File: src/rtl/ovs_pkg.sv
package ovs_pkg;
  localparam int SMP_W   = 12;
  localparam int SEL_W   = 3;
  localparam int SHF_W   = 4;
  localparam int MAX_SHF = 8;
  localparam int OUT_W   = 16;
  localparam int CNT_W   = SEL_W + 6;            // holds 2^(2^SEL_W) = 256
  localparam int ACC_W   = SMP_W + (1 << SEL_W); // 20 bits for 0xFFF * 256

  // Group size in samples for a ratio select value.
  function automatic logic [CNT_W-1:0] ratio_to_len(input logic [SEL_W-1:0] sel);
    return CNT_W'(2) << sel;
  endfunction

  // Shift amounts above the maximum behave as the maximum.
  function automatic logic [SHF_W-1:0] clamp_shift(input logic [SHF_W-1:0] s);
    return (s > SHF_W'(MAX_SHF)) ? SHF_W'(MAX_SHF) : s;
  endfunction

  // Round-to-nearest right shift, keeping the low OUT_W bits.
  function automatic logic [OUT_W-1:0] round_shift(input logic [ACC_W-1:0] sum,
                                                   input logic [SHF_W-1:0] sh);
    logic [ACC_W:0] ext;
    ext = {1'b0, sum};
    if (sh != '0) ext = ext + ((ACC_W+1)'(1) << (sh - SHF_W'(1)));
    ext = ext >> sh;
    return ext[OUT_W-1:0];
  endfunction
endpackage

File: src/rtl/ovs_cfg_hold.sv
module ovs_cfg_hold
  import ovs_pkg::*;
(
  input  logic             clk,
  input  logic             rst_n,
  input  logic             grp_start,
  input  logic [SEL_W-1:0] ratio_sel,
  input  logic [SHF_W-1:0] shift_sel,
  output logic [CNT_W-1:0] cur_len,
  output logic [SHF_W-1:0] cur_shift
);
  logic [CNT_W-1:0] len_q;
  logic [SHF_W-1:0] shf_q;
  logic [CNT_W-1:0] len_in;
  logic [SHF_W-1:0] shf_in;

  assign len_in    = ratio_to_len(ratio_sel);
  assign shf_in    = clamp_shift(shift_sel);
  assign cur_len   = grp_start ? len_in : len_q;
  assign cur_shift = grp_start ? shf_in : shf_q;

  always_ff @(posedge clk) begin
    if (!rst_n) begin
      len_q <= CNT_W'(2);
      shf_q <= '0;
    end else if (grp_start) begin
      len_q <= len_in;
      shf_q <= shf_in;
    end
  end

  // held settings move only at a group start
  p_cfg_hold_r6: assert property (@(posedge clk) disable iff (!rst_n)
    !grp_start |=> ($stable(len_q) && $stable(shf_q)));
  p_shift_range_r2: assert property (@(posedge clk) disable iff (!rst_n)
    shf_q <= SHF_W'(MAX_SHF));
endmodule

File: src/rtl/ovs_accum.sv
module ovs_accum
  import ovs_pkg::*;
(
  input  logic             clk,
  input  logic             rst_n,
  input  logic             take,
  input  logic             clear,
  input  logic [CNT_W-1:0] group_len,
  input  logic [SMP_W-1:0] sample,
  output logic [CNT_W-1:0] cnt_q,
  output logic [ACC_W-1:0] sum_next,
  output logic             grp_last
);
  logic [ACC_W-1:0] acc_q;
  logic [CNT_W-1:0] cnt_inc;

  assign cnt_inc  = cnt_q + CNT_W'(1);
  assign sum_next = acc_q + ACC_W'(sample);
  assign grp_last = take && (cnt_inc == group_len);

  always_ff @(posedge clk) begin
    if (!rst_n || clear) begin
      acc_q <= '0;
      cnt_q <= '0;
    end else if (take) begin
      if (grp_last) begin
        acc_q <= '0;
        cnt_q <= '0;
      end else begin
        acc_q <= sum_next;
        cnt_q <= cnt_inc;
      end
    end
  end

  // the count stays below the group length
  p_cnt_bound_r1: assert property (@(posedge clk) disable iff (!rst_n)
    cnt_q < group_len);
  // the sum never exceeds full scale for the samples taken
  p_no_overflow_r3: assert property (@(posedge clk) disable iff (!rst_n)
    (ACC_W+CNT_W)'(acc_q) <= (ACC_W+CNT_W)'(cnt_q) * (ACC_W+CNT_W)'((1 << SMP_W) - 1));
  // clear flushes the partial group
  p_clear_flush_r5: assert property (@(posedge clk) disable iff (!rst_n)
    clear |=> (cnt_q == '0 && acc_q == '0));
  // nothing moves without an accepted sample
  p_idle_hold_r7: assert property (@(posedge clk) disable iff (!rst_n)
    (!take && !clear) |=> ($stable(acc_q) && $stable(cnt_q)));
endmodule

File: src/rtl/ovs_out_stage.sv
module ovs_out_stage
  import ovs_pkg::*;
(
  input  logic             clk,
  input  logic             rst_n,
  input  logic             grp_last,
  input  logic [ACC_W-1:0] sum_next,
  input  logic [SHF_W-1:0] cur_shift,
  output logic [OUT_W-1:0] out_data,
  output logic             out_valid
);
  always_ff @(posedge clk) begin
    if (!rst_n) begin
      out_data  <= '0;
      out_valid <= 1'b0;
    end else begin
      out_valid <= grp_last;
      if (grp_last) out_data <= round_shift(sum_next, cur_shift);
    end
  end

  // strobe is a single clock
  p_single_pulse_r4: assert property (@(posedge clk) disable iff (!rst_n)
    out_valid |=> !out_valid);
  // data held between strobes
  p_data_hold_r4: assert property (@(posedge clk) disable iff (!rst_n)
    !grp_last |=> $stable(out_data));
endmodule

File: src/rtl/ovs_accum_top.sv
module ovs_accum_top
  import ovs_pkg::*;
(
  input  logic             clk,
  input  logic             rst_n,
  input  logic             enable,
  input  logic             clear,
  input  logic             smp_valid,
  input  logic [11:0]      smp_data,
  input  logic [2:0]       ratio_sel,
  input  logic [3:0]       shift_sel,
  output logic [15:0]      out_data,
  output logic             out_valid
);
  logic             take;
  logic             grp_start;
  logic             grp_last;
  logic [CNT_W-1:0] cnt_q;
  logic [CNT_W-1:0] cur_len;
  logic [SHF_W-1:0] cur_shift;
  logic [ACC_W-1:0] sum_next;

  assign take      = enable && smp_valid && !clear;
  assign grp_start = take && (cnt_q == '0);

  ovs_cfg_hold u_cfg (
    .clk(clk), .rst_n(rst_n), .grp_start(grp_start),
    .ratio_sel(ratio_sel), .shift_sel(shift_sel),
    .cur_len(cur_len), .cur_shift(cur_shift)
  );

  ovs_accum u_acc (
    .clk(clk), .rst_n(rst_n), .take(take), .clear(clear),
    .group_len(cur_len), .sample(smp_data),
    .cnt_q(cnt_q), .sum_next(sum_next), .grp_last(grp_last)
  );

  ovs_out_stage u_out (
    .clk(clk), .rst_n(rst_n), .grp_last(grp_last), .sum_next(sum_next),
    .cur_shift(cur_shift), .out_data(out_data), .out_valid(out_valid)
  );

  // a clear cycle never completes a group
  p_clear_no_out_r5: assert property (@(posedge clk) disable iff (!rst_n)
    clear |=> !out_valid);
  // an ignored strobe produces no output
  p_disabled_no_out_r7: assert property (@(posedge clk) disable iff (!rst_n)
    !enable |=> !out_valid);
  // a strobe follows only an accepted sample
  p_valid_after_take_r1: assert property (@(posedge clk) disable iff (!rst_n)
    !take |=> !out_valid);
endmodule

File: config.mk
export PLATFORM = sky130hd
export DESIGN_NAME = ovs_accum_top
export DESIGN_NICKNAME = d
export VERILOG_FILES = /design/src/rtl/ovs_pkg.sv /design/src/rtl/ovs_cfg_hold.sv /design/src/rtl/ovs_accum.sv /design/src/rtl/ovs_out_stage.sv /design/src/rtl/ovs_accum_top.sv
export SDC_FILE = /design/constraint.sdc
export NUM_CORES = 1
export LEC_CHECK = 0
export ABC_AREA = 0
export BUFFER_PORTS_ARGS = -buffer_cell sky130_fd_sc_hd__buf_2
export CAP_MARGIN = 25
export CORE_MARGIN = 4
export CORE_UTILIZATION = 50
export DETAILED_ROUTE_END_ITERATION = 10
export PLACE_DENSITY = 0.68
export SLEW_MARGIN = 20
export SYNTH_ARGS = -nofsm -noshare
export SYNTH_HDL_FRONTEND = slang
export SYNTH_SLANG_ARGS = --single-unit
File: constraint.sdc
create_clock -name clk -period 5.45 [get_ports clk]
set_input_delay 0.2725 -clock clk [delete_from_list [all_inputs] [get_ports clk]]
set_output_delay 0.2725 -clock clk [all_outputs]
set_load 0.03 [all_outputs]
==> run summary, run 1 <==
The largest net degree at the start of global routing is 31. For this run, the register share of the synthesized area comes to 0.210. The clock net in this run drives a total of 59 sinks.

For the worst-skew pair, the clock arrives at the later sink with an insertion delay of 340 ps. The clock passes through at most 2 buffers. Based on the critical path, the design can be clocked at up to 192 MHz. The total standard cell area after synthesis came out at 5620 um^2. The fill cell instance count of the final layout came out at 1051. For the worst setup path, the data arrival time is 5400 ps. The chip height is 114 um.

The maximum fanout along the worst path is 21. The clock transition at the registers of the reported paths came out at 60 ps. The cell type with the largest total area after synthesis is dfxtp_1.

The reg2reg setup slack came out at 250 ps. The final route contains 6073 vias. The portion of the clock cycle consumed by the worst path in the final layout is 0.954.

The die outline area came out at 13000 um^2. The post-detailed-route DRC marker count is 0. The footprint of the flip-flops and latches came out at 1180 um^2.

After floorplanning, the core was divided into 38 placement rows. Yosys instantiated no cell more often than nand2_1. The average instance area after synthesis came out at 7.27 um^2.

In this run the power density over the cells is 211 nW/um^2. After synthesis, the cell types taking the most area are dfxtp_1, a21oi_1, ha_1, nand2_1, nor2_1. The synthesized instance count is 773. The most used flip-flop cell after synthesis is dfxtp_1. STA classifies the critical path startpoint as a flop.

The starting DRC count in detailed routing is 552. The area share of the largest cell type after synthesis came out at 0.210. The leakage power figure is 0.00261 uW. The async set-reset flop share out of synthesis is 0. The number of antenna violations at the first check in global routing came out at 0. The wire length after detailed routing came out at 17.6 mm. The cell total after placement is 939. Max-cap violations in this run came to 0. The remaining global-route overflow is 0. The number of warning messages in the yosys log is 0. The area of the core came out at 10900 um^2. The first-pass GRT wire length came out at 29.1 mm. The total number of H-tree levels is 3. The share of layout cells above drive strength 1 came out at 0.136. The area growth from synthesis to layout is 13.4%. The number of distinct library cell variants in the gate-level netlist after synthesis came out at 77. Pin placement for this block handled 41 I/O pins. The clock period minus final worst setup slack is 5200 ps.

STA classifies the critical path endpoint as a flop. The post-synth net total is 829. The clock tree skew after final layout came out at 8.53 ps. The last weighted congestion value of the routability-driven placer is 1.05. The number of slew-limit violations in the final report is 0.

The repair_antennas step left the layout with diodes totalling 0. The maximum vdd drop is 0.198 mV. The accumulated negative setup slack is 0 ps. The final number of hold-violating endpoints is 0. The net count of the finished layout is 866.

The average via count per standard cell came out at 6.36. The global-route usage over all layers came out at 0.275. For the worst setup path, the data required time is 5650 ps.

TritonCTS built the clock tree. The final cell count without fillers is 955. The via count of the first global-routing pass came out at 5638.

The number of search-and-repair iterations in the first detailed-routing pass is 6. The HPWL after detailed placement is 13.4 mm. The class of the tightest hold or removal check is primary input to flop.

The relative slew slack is 0.509. The horizontal die dimension came out at 114 um. In this run, synthesis produced a sequential element count of 59. The worst hold margin is 269 ps. The port buffer count is 40.

Setup repair after global routing left no endpoint under its margin. The remaining antenna violation count came out at 0. By count the netlist is led by nand2_1, a21oi_1, nor2_1, dfxtp_1, nand3_1.

Yosys mapped a number of flops with a built-in enable equal to 0. The measured slew at the worst slew-check pin is 737 ps. The final setup violation count came out at 0.

The initial standard-cell utilization of the core came out at 0.514. The critical path is of the flop to flop type. The clock tree root buffer cell is clkbuf_16. After detailed routing, the average wire length per cell comes to 18.4 um. The multi-input logic area came out at 4190 um^2. The flow ran to the end, and the final reports show no timing, DRC or antenna violations.

The number of buffers added by the clock tree synthesis step came out at 9.
-- state kept, by name (all words and copies together), names as in the netlist --
signal / count
u_cfg.shf_q: 4
u_cfg.len_q: 9
u_acc.acc_q: 20
u_out.out_valid: 1
u_acc.cnt_q: 9
u_out.out_data: 16
-- layout by cell type, fill, tap and decap left out, drive strengths merged, types with 6 or more instances in the layout --
cell / n
and2: 6
a31oi: 12
nor2: 78
nor3b: 6
a211oi: 12
mux2i: 28
a21o: 7
dfxtp: 59
nand4: 7
o21ai: 41
xnor2: 25
xor2: 11
and3: 10
o211ai: 21
nand3: 38
nor3: 20
clkbuf: 11
nor4: 9
inv: 22
nand2b: 10
or2: 6
nand2: 91
or3: 10
buf: 66
o221ai: 8
ha: 30
a21oi: 78
o22ai: 6
-- where the power goes --
| group | internal [uW] | switching, uW |
|---|---|---|
| registers | 435 | 1.77 |
| logic | 89.1 | 160 |
| clock network | 457 | 201 |
-- cells by family (layout without fill, tap and decap cells) --
| family | Yosys count | count (layout) | synth area share |
|---|---|---|---|
| AND/OR/NAND/NOR | 318 | 318 | 0.280 |
| AO/OA/AOI/OAI | 232 | 232 | 0.266 |
| buffers and inverters | 62 | 104 | 0.0488 |
| flip-flops | 59 | 59 | 0.210 |
| XOR/XNOR | 36 | 36 | 0.0561 |
| multiplexers | 34 | 34 | 0.0646 |
| adder cells (fa/ha/maj) | 32 | 32 | 0.0740 |
-- routing by layer --
layer,track usage,part of all wire,up-vias,wire [um]
li1,-,-,2945,-
met1,0.370,0.44,2797,7710
met2,0.432,0.45,285,7860
met3,0.0477,0.079,46,1400
met4,0.124,0.037,0,650
met5,0,0,-,0
-- layout make-up --
| type | count | area share |
|---|---|---|
| inverters | 22 | 0.0130 |
| clock buffers | 11 | 0.0381 |
| multi-input cells | 652 | 0.658 |
| clock inverters | 5 | 0.0157 |
| repair buffers | 66 | 0.0621 |
| flip-flops and latches | 59 | 0.185 |
| well taps | 140 | 0.0275 |
-- final timing paths --
kind / from / endpoint / depth (start not counted)
hold / removal: rst_n / u_cfg.len_q[1]$_SDFF_PN1_ / 2
setup / recovery: u_acc.cnt_q[1]$_SDFFE_PP0P_ / u_out.out_data[4]$_SDFFE_PN0P_ / 23
hold reg to reg: u_out.out_data[7]$_SDFFE_PN0P_ / u_out.out_data[7]$_SDFFE_PN0P_ / 2
setup reg to reg: u_acc.cnt_q[1]$_SDFFE_PP0P_ / u_out.out_data[4]$_SDFFE_PN0P_ / 23
-- worst max-delay path: stages, from the launching register on --
cell and delay (ps):
dfxtp_1 390, inv_1 60, ha_1 180, nor4b_1 140
buf_4 150, nand3_1 70, buf_4 230, mux2i_2 270
buf_4 290, nor2_1 110, nand2_1 120, inv_1 60
ha_1 290, a211oi_1 440, o211ai_1 280, a21boi_1 330
o2bb2ai_1 250, xor2_1 250, o22ai_1 110, a2111oi_0 470
buf_4 210, a221oi_1 90, o211ai_1 150, a21oi_1 90
-- repair_timing --
item / 4_1_cts / 5_1_grt
setup endpoints to repair: 0 / 12
gates resized for setup: 0 / 7
endpoints found under the hold margin: 0 / 0
setup buffers: 0 / 0
hold buffers: 0 / 0
-- through the flow --
stage | power [uW] | utilization | setup WS, ps | cell area [um^2]
after global placement | 685 | 0.549 | 341 | 6000
after floorplan | 611 | - | 444 | 5620
final | 1340 | 0.582 | 251 | 6370
after global routing | 1390 | 0.582 | 15.8 | 6370
after detailed placement | 687 | 0.549 | 278 | 6000
after CTS | 1350 | 0.580 | 221 | 6340
Note: power is estimated with default switching activity, not from simulation.
==> inputs of run 2 (changes only) <==
--- a/config.mk
+++ b/config.mk
@@ -9,9 +9,8 @@
 export BUFFER_PORTS_ARGS = -buffer_cell sky130_fd_sc_hd__buf_2
 export CAP_MARGIN = 25
 export CORE_MARGIN = 4
-export CORE_UTILIZATION = 50
+export CORE_UTILIZATION = 35
 export DETAILED_ROUTE_END_ITERATION = 10
-export PLACE_DENSITY = 0.68
 export SLEW_MARGIN = 20
 export SYNTH_ARGS = -nofsm -noshare
 export SYNTH_HDL_FRONTEND = slang
==> run 2 against run 1 <==
Compared with the run above: wire length rose by 2.7%; sequential power is essentially flat; sequential cell count unchanged; largest cell class unchanged.
==> run summary, run 2 (synthesis gave the netlist of run 1 again) <==
Leaving out fill and tap cells, the most frequent cell in the layout is nand2_1. The sequential cells in the finished layout cover a total of 1180 um^2. The number of slew-limit violations in the final report came to 0.

Along the worst path, the maximum fanout reaches 10. Summing all multi-input logic gate instances after layout gives 4180 um^2. The wire length after detailed routing came out at 18.1 mm. Of the available clock period, the critical path in the final layout requires 0.938. In the final design database the tool counted 875 nets. The initial utilization of the core area, before any placement, comes to 0.355. STA classifies the critical path endpoint as a flop. TritonCTS built the clock tree. The clock transition at the registers of the reported paths is 60 ps. The average via count per standard cell came out at 5.80. The number of setup buffers added after CTS came out at 0. The fill cell instance count of the final layout is 1621. The cell area after layout is 6500 um^2. The critical path goes through inv_1 > ha_1 > nor4b_1 > buf_4 > nand3_1 > buf_4 > mux2_2 > buf_4 > nand2_1 > nor2_1 > ha_1 > o211ai_1 > o211ai_1 > nand4_1 > and3b_1 > a211oi_2 > o31a_1 > xnor2_1 > o221ai_1 > a221oi_2 > nor2_1.

In the layout the commonest cells are nand2_1, nor2_1, a21oi_1. Once detailed placement completed, the half-perimeter wirelength came to 13.8 mm. The power density relative to cell area is 204 nW/um^2.

The worst hold margin is 238 ps. The cell area after placement is 6160 um^2. The worst pin sits at a relative slew slack of 0.496. In this design, the critical path's most frequently occurring cell is buf_4. The die outline area is 18100 um^2.

Timing would allow up to 196 MHz. Setup repair after global routing left no endpoint under its margin. Ranked by flip-flop count, first place goes to u_acc.acc_q. The number of antenna violations at the first check in global routing came to 0. The final number of hold-violating endpoints came out at 0. The root buffer cell chosen for the clock tree is clkbuf_16. The global-route usage over all layers came out at 0.203. The number of clock sinks came out at 59. The number of buffers added by the clock tree synthesis step is 9. The highest cell delay on the worst timing path came out at 410 ps. For this design, the slowest cell found on the critical path is mux2_2. The total power came out at 1320 uW. The floorplan step set the die width to 135 um. The count of hold buffers inserted by post-cts repair came out at 0. The I/O pin count came out at 41. The start-to-end type of the worst setup path is flop to flop.

The chip height came out at 135 um. The routed layout has 6036 vias. The final setup violation count came out at 0. The via count of the first global-routing pass was 5706. The number of flip-flops in the largest register came out at 20. After detailed routing, the average wire length per cell comes to 17.4 um. The data arrival time of the critical path came out at 5340 ps. The first-pass GRT wire length is 29.9 mm. The class of the tightest hold or removal check is primary input to flop.

Summed over all cells, the static leakage comes to 0.00262 uW. The port buffer count came out at 40. The floorplan has 46 rows. The accumulated negative setup slack is 0 ps.

The total buffers and inverters traversed by the critical path came out at 4. After floorplanning, the core was sized to cover 15800 um^2. The maximum vdd drop is 0.152 mV. Among cell families on the critical path, the largest total delay comes from compound AO/OA/AOI/OAI gates.

The number of inserted diodes came out at 0. The element type at the critical path start is a flop. The remaining global-route overflow is 0. The total number of H-tree levels is 3. Max-cap violations in this run came to 0. The post-detailed-route DRC marker count is 0. The clock period minus final worst setup slack came out at 5110 ps. The largest net degree at the start of global routing came out at 31.

The last weighted congestion value of the routability-driven placer came out at 0.928. In this run the deepest clock path goes through 2 buffers. In the final layout, the registers with the most flip-flops are u_acc.acc_q: 20 flops, u_out.out_data: 16 flops. At the pin with the least slew margin, the transition time is 756 ps. The starting DRC count in detailed routing is 663. The area growth from synthesis to layout is 15.7%.

The count of cells resized by post-cts repair came out at 0. The count of nets left with antenna violations once routing finished came out at 0. The clock tree skew after final layout came out at 8.23 ps.

The endpoint required time on the critical path is 5680 ps. The run finished with clean final reports. The number of search-and-repair iterations in the first detailed-routing pass came out at 7.

The share of layout cells above drive strength 1 came out at 0.144. The clock latency at the later pin of the worst-skew pair came out at 350 ps.
==> run 2: cell count changes in the layout (fill, tap and decap cells not counted), sizes merged <==
cell,change
buf,+9
bufinv,-1
clkbuf,-1
clkinvlp,+2
==> run 2: layout make-up <==
type | instances | area share
clock buffers | 10 | 0.0368
clock inverters | 6 | 0.0137
inverters | 22 | 0.0127
multi-input cells | 652 | 0.642
flip-flops and latches | 59 | 0.182
well taps | 216 | 0.0416
repair buffers | 75 | 0.0712
==> run 2: worst paths after layout <==
kind / from / to / slack [ps] / cells past startpoint
hold reg to reg: u_out.out_data[7]$_SDFFE_PN0P_ / u_out.out_data[7]$_SDFFE_PN0P_ / 440 / 2
setup reg to reg: u_acc.cnt_q[1]$_SDFFE_PP0P_ / u_out.out_data[8]$_SDFFE_PN0P_ / 340 / 21
hold / removal: rst_n / u_cfg.len_q[1]$_SDFF_PN1_ / 240 / 2
setup / recovery: u_acc.cnt_q[1]$_SDFFE_PP0P_ / u_out.out_data[8]$_SDFFE_PN0P_ / 340 / 21
==> run 2: through the flow <==
step / std cells / setup WS (ps) / util
CTS: 1040 / 376 / 0.410
floorplan: 773 / 444 / -
finish: 1040 / 338 / 0.411
global route: 1040 / 4.19 / 0.411
detailed placement: 1024 / 409 / 0.389
global placement: 1024 / 345 / 0.389
==> run 2: power by group <==
group	leakage [uW]	switching [uW]	internal [uW]
sequential	0.000476	1.63	435
combinational	0.00199	159	92.9
clock	0.000155	224	412
total	0.00262	384	940
==> run 2: per-layer routing <==
metal	GRT usage	share of wire	wire, um	up-vias
li1	-	-	-	2972
met1	0.279	0.47	8450	2799
met2	0.314	0.44	7970	231
met3	0.0455	0.067	1220	34
met4	0.0718	0.025	449	0
met5	0	0	0	-
==> inputs of run 3 (changes only) <==
--- a/config.mk
+++ b/config.mk
@@ -14,4 +14,5 @@
 export SLEW_MARGIN = 20
 export SYNTH_ARGS = -nofsm -noshare
 export SYNTH_HDL_FRONTEND = slang
+export SYNTH_HIERARCHICAL = 1
 export SYNTH_SLANG_ARGS = --single-unit
==> run 3 against run 2 <==
Compared with the run above: global-route usage fell by 1.5 points; critical path depth fell by 5; fmax rose by 2.2%; count of clock-buffer cells in the layout fell by 1; wire length rose by 2.5%; sequential share of layout area fell by 0.63 points; cell count fell by 0.87%; clock skew rose by 0.71 ps; largest power group unchanged.
==> run summary, run 3 <==
The flow ran to the end, and the final reports show no timing, DRC or antenna violations. Of the total power, registers draw 0.312. Counting every instance in the synthesized netlist gives 781. The area growth from synthesis to layout is 13.0%. The die is 138 um wide.

The count of flip-flops with a built-in enable after synthesis came out at 0. The number of cells on the critical path is 16. The post-detailed-route DRC marker count came out at 0. Data on the critical path arrives at its endpoint at 5210 ps.

The area share of the largest cell type after synthesis is 0.198. The area of the core came out at 16600 um^2. The endpoint required time on the critical path is 5660 ps. Yosys attributes the largest share of cell area to dfxtp_1, ha_1, o21ai_0, nand2_1, a21oi_1. Clock-pin slew was measured on the worst setup and hold paths at 60 ps.

On the final layout, the worst clock skew is 8.95 ps. The cell type with the largest total area after synthesis is dfxtp_1. The routed design has 18.6 mm of wire. In the final routed layout, each cell accounts on average for 18.0 um.

The remaining antenna violation count is 0. The global-route usage over all layers is 0.189. Hold timing on the final database bottoms out at a slack of 244 ps. For the worst-skew pair, the clock arrives at the later sink with an insertion delay of 340 ps. By instance count, the leading cell after synthesis is nand2_1. Entering global routing, the biggest net connects 34 pins. In this run the post-CTS setup repair buffer count came out at 0.

The HPWL after detailed placement came out at 13.9 mm. The maximum operating frequency came out at 200 MHz. Among all flip-flop cells after synthesis, the most frequent one is dfxtp_1. The number of clock sinks is 59. The port buffer count is 40. The number of slew-limit violations in the final report came out at 0.

The number of antenna violations at the first check in global routing is 0. The number of inserted diodes came out at 0. The remaining global-route overflow is 0. The I/O pin count came out at 41. The last weighted congestion value of the routability-driven placer came out at 0.931.

The critical path starts at u_acc/acc_q[0]$_SDFFE_PP0P_. The relative slew slack came out at 0.395. The endpoint identified for the worst register-to-register timing path is u_out/out_data[6]$_SDFFE_PN0P_. The portion of the clock cycle consumed by the worst path in the final layout came out at 0.918.

The first-pass GRT wire length is 29.9 mm. The number of buffers added by the clock tree synthesis step came out at 9. The internal portion of the total power is 991 uW.

The async set-reset flop share out of synthesis is 0. The number of warning messages in the yosys log is 6. At the pin with the least slew margin, the transition time is 902 ps. The part of the total power dissipated in combinational logic came out at 0.204. The most critical setup path has its endpoint at u_out/out_data[6]$_SDFFE_PN0P_. Counting cells, the worst reg-to-reg path comes to 16. After floorplanning, the core was divided into 47 placement rows. The worst register-to-register path begins at u_acc/acc_q[0]$_SDFFE_PP0P_.

The accumulated negative setup slack came out at 0 ps. The sequential area share after synthesis is 0.198. The die covers 19200 um^2. The most numerous cell type found on the critical path is o21ai_0. Traced cell by cell, the critical path runs through ha_1 > fa_1 > a21o_1 > a221oi_2 > o21ai_0 > a31oi_1 > xnor2_1 > ha_1 > a21oi_1 > o21ai_0 > a2111oi_2 > or4_1 > o211a_1 > o21ai_0 > a211oi_1 > o31ai_1. The total number of H-tree levels came out at 3. The share of total power in the clock network is 0.484. The start-to-end type of the worst setup path is flop to flop.

The element type at the critical path start is a flop. The number of nets in the synthesized netlist is 836. The final number of hold-violating endpoints was 0.

The via count of the routed design came out at 6316. The fill cell instance count of the final layout is 1705. The clock tree root buffer cell is clkbuf_16.

The number of synthesized register bits came out at 59. The register with the most flip-flops in the layout has 20 of them. The analysis attributes to cell leakage a power of 0.00262 uW.

The number of nets in the final layout came out at 861. Ranked by flip-flop count, first place goes to u_acc/acc_q. The class of the tightest hold or removal check is primary input to flop. The total buffers and inverters traversed by the critical path is 0. The total standard cell area after synthesis came out at 5960 um^2.

The clock period minus final worst setup slack is 5000 ps. Leaving out fill and tap cells, the most frequent cell in the layout is nand2_1. The initial standard-cell utilization of the core is 0.358. In this run the power density over the cells is 208 nW/um^2. In the synthesized netlist, the cells that appear most often are nand2_1, dfxtp_1, nor2_1, o21ai_0, a21oi_1. In the final layout, the share of cells above drive strength 1 is 0.153.

Of the total power, the share spent switching nets is 0.291. The final setup violation count came out at 0. Setup repair after global routing left no endpoint under its margin. The reg2reg setup slack came out at 450 ps. The number of buffers on the longest clock path came out at 2. Post-CTS repair changed the size of 0 cells. From bottom edge to top edge, the die measures 138 um. The average via count per standard cell is 6.13.

The highest cell delay on the worst timing path is 690 ps. Across the VDD grid, the largest voltage drop is 0.148 mV. The switching power came out at 408 uW. In the layout the commonest cells are nand2_1, nor2_1, dfxtp_1. Among cell families on the critical path, the largest total delay comes from compound AO/OA/AOI/OAI gates. TritonCTS built the clock tree. After clock tree synthesis, the flow added hold-fix buffers numbering 0.

After the first detailed-routing iteration, the DRC count stood at 496. The maximum fanout along the worst path is 8. The number of distinct library cell variants in the gate-level netlist after synthesis came out at 87. The slowest stage of the critical path is the a2111oi_2 cell. The sort of element at the end of the critical path is a flop. The first detailed-routing pass ran for 5 iterations. The number of maximum-capacitance violations is 0.

In the final layout, the registers with the most flip-flops are u_acc/acc_q: 20 flops, u_out/out_data: 16 flops. The average instance area after synthesis is 7.63 um^2. The via count of the first global-routing pass came out at 5767.
-- run 3: cell families (layout without fill, tap and decap cells) --
family	after synthesis	in the layout	synth area share
flops	59	59	0.198
simple gates	283	283	0.253
mux	17	17	0.0361
xor+xnor	39	39	0.0573
compound gates	278	278	0.331
buf+inv	74	104	0.0567
fa+ha+maj	31	31	0.0676
-- run 3: power groups by stage --
stage                     combinational [uW]  clock [uW]  sequential (uW)
final                                    285         677              436
after global routing                     309         709              436
after CTS                                278         692              436
after detailed placement                 276           0              446
after global placement                   277           0              445
after floorplan                          197           0              446
-- run 3: area by class of cell --
type                    instances  area [um^2]  share of cell area
clock inverters                 7          124              0.0184
well taps                     220          275              0.0409
multi-input cells             648         4440               0.659
clock buffers                   9          225              0.0334
inverters                      22         95.1              0.0141
repair buffers                 66          393              0.0583
flip-flops and latches         59         1180               0.175
-- run 3: through the flow --
stage          worst slack (ps)  std cells  power (uW)  cell area (um^2)  utilization
4_1_cts                     514       1030        1410              6730        0.404
3_3_place_gp                404       1012         722              6360        0.382
2_1_floorplan               252        781         643              5960            -
5_1_grt                    54.6       1031        1450              6730        0.405
6_report                    449       1031        1400              6730        0.405
3_5_place_dp                509       1014         722              6380        0.383
-- run 3: metal layers --
layer,vias up,GRT usage,part of all wire
li1,3030,-,-
met1,2995,0.251,0.45
met2,241,0.312,0.47
met3,50,0.0294,0.053
met4,0,0.0640,0.029
met5,-,0,0
-- run 3: worst min path at each step --
stage | startpoint | end | slack (ps) | cells after the start
after global routing | shift_sel[0] | u_cfg/shf_q[0]$_SDFF_PN0_ | 250 | 3
after floorplan | rst_n | u_out/out_data[14]$_SDFFE_PN0P_ | 420 | 2
final | shift_sel[1] | u_cfg/shf_q[1]$_SDFF_PN0_ | 240 | 3
after global placement | u_out/out_data[15]$_SDFFE_PN0P_ | u_out/out_data[15]$_SDFFE_PN0P_ | 440 | 2
after detailed placement | u_out/out_data[15]$_SDFFE_PN0P_ | u_out/out_data[15]$_SDFFE_PN0P_ | 430 | 2
after CTS | shift_sel[0] | u_cfg/shf_q[0]$_SDFF_PN0_ | 230 | 3
-- run 3: worst min-delay path: cells and delay by family --
kind	cells	cell delay, ps
AO/OA/AOI/OAI	1	70
buffers and inverters	1	100
AND/OR/NAND/NOR	1	90
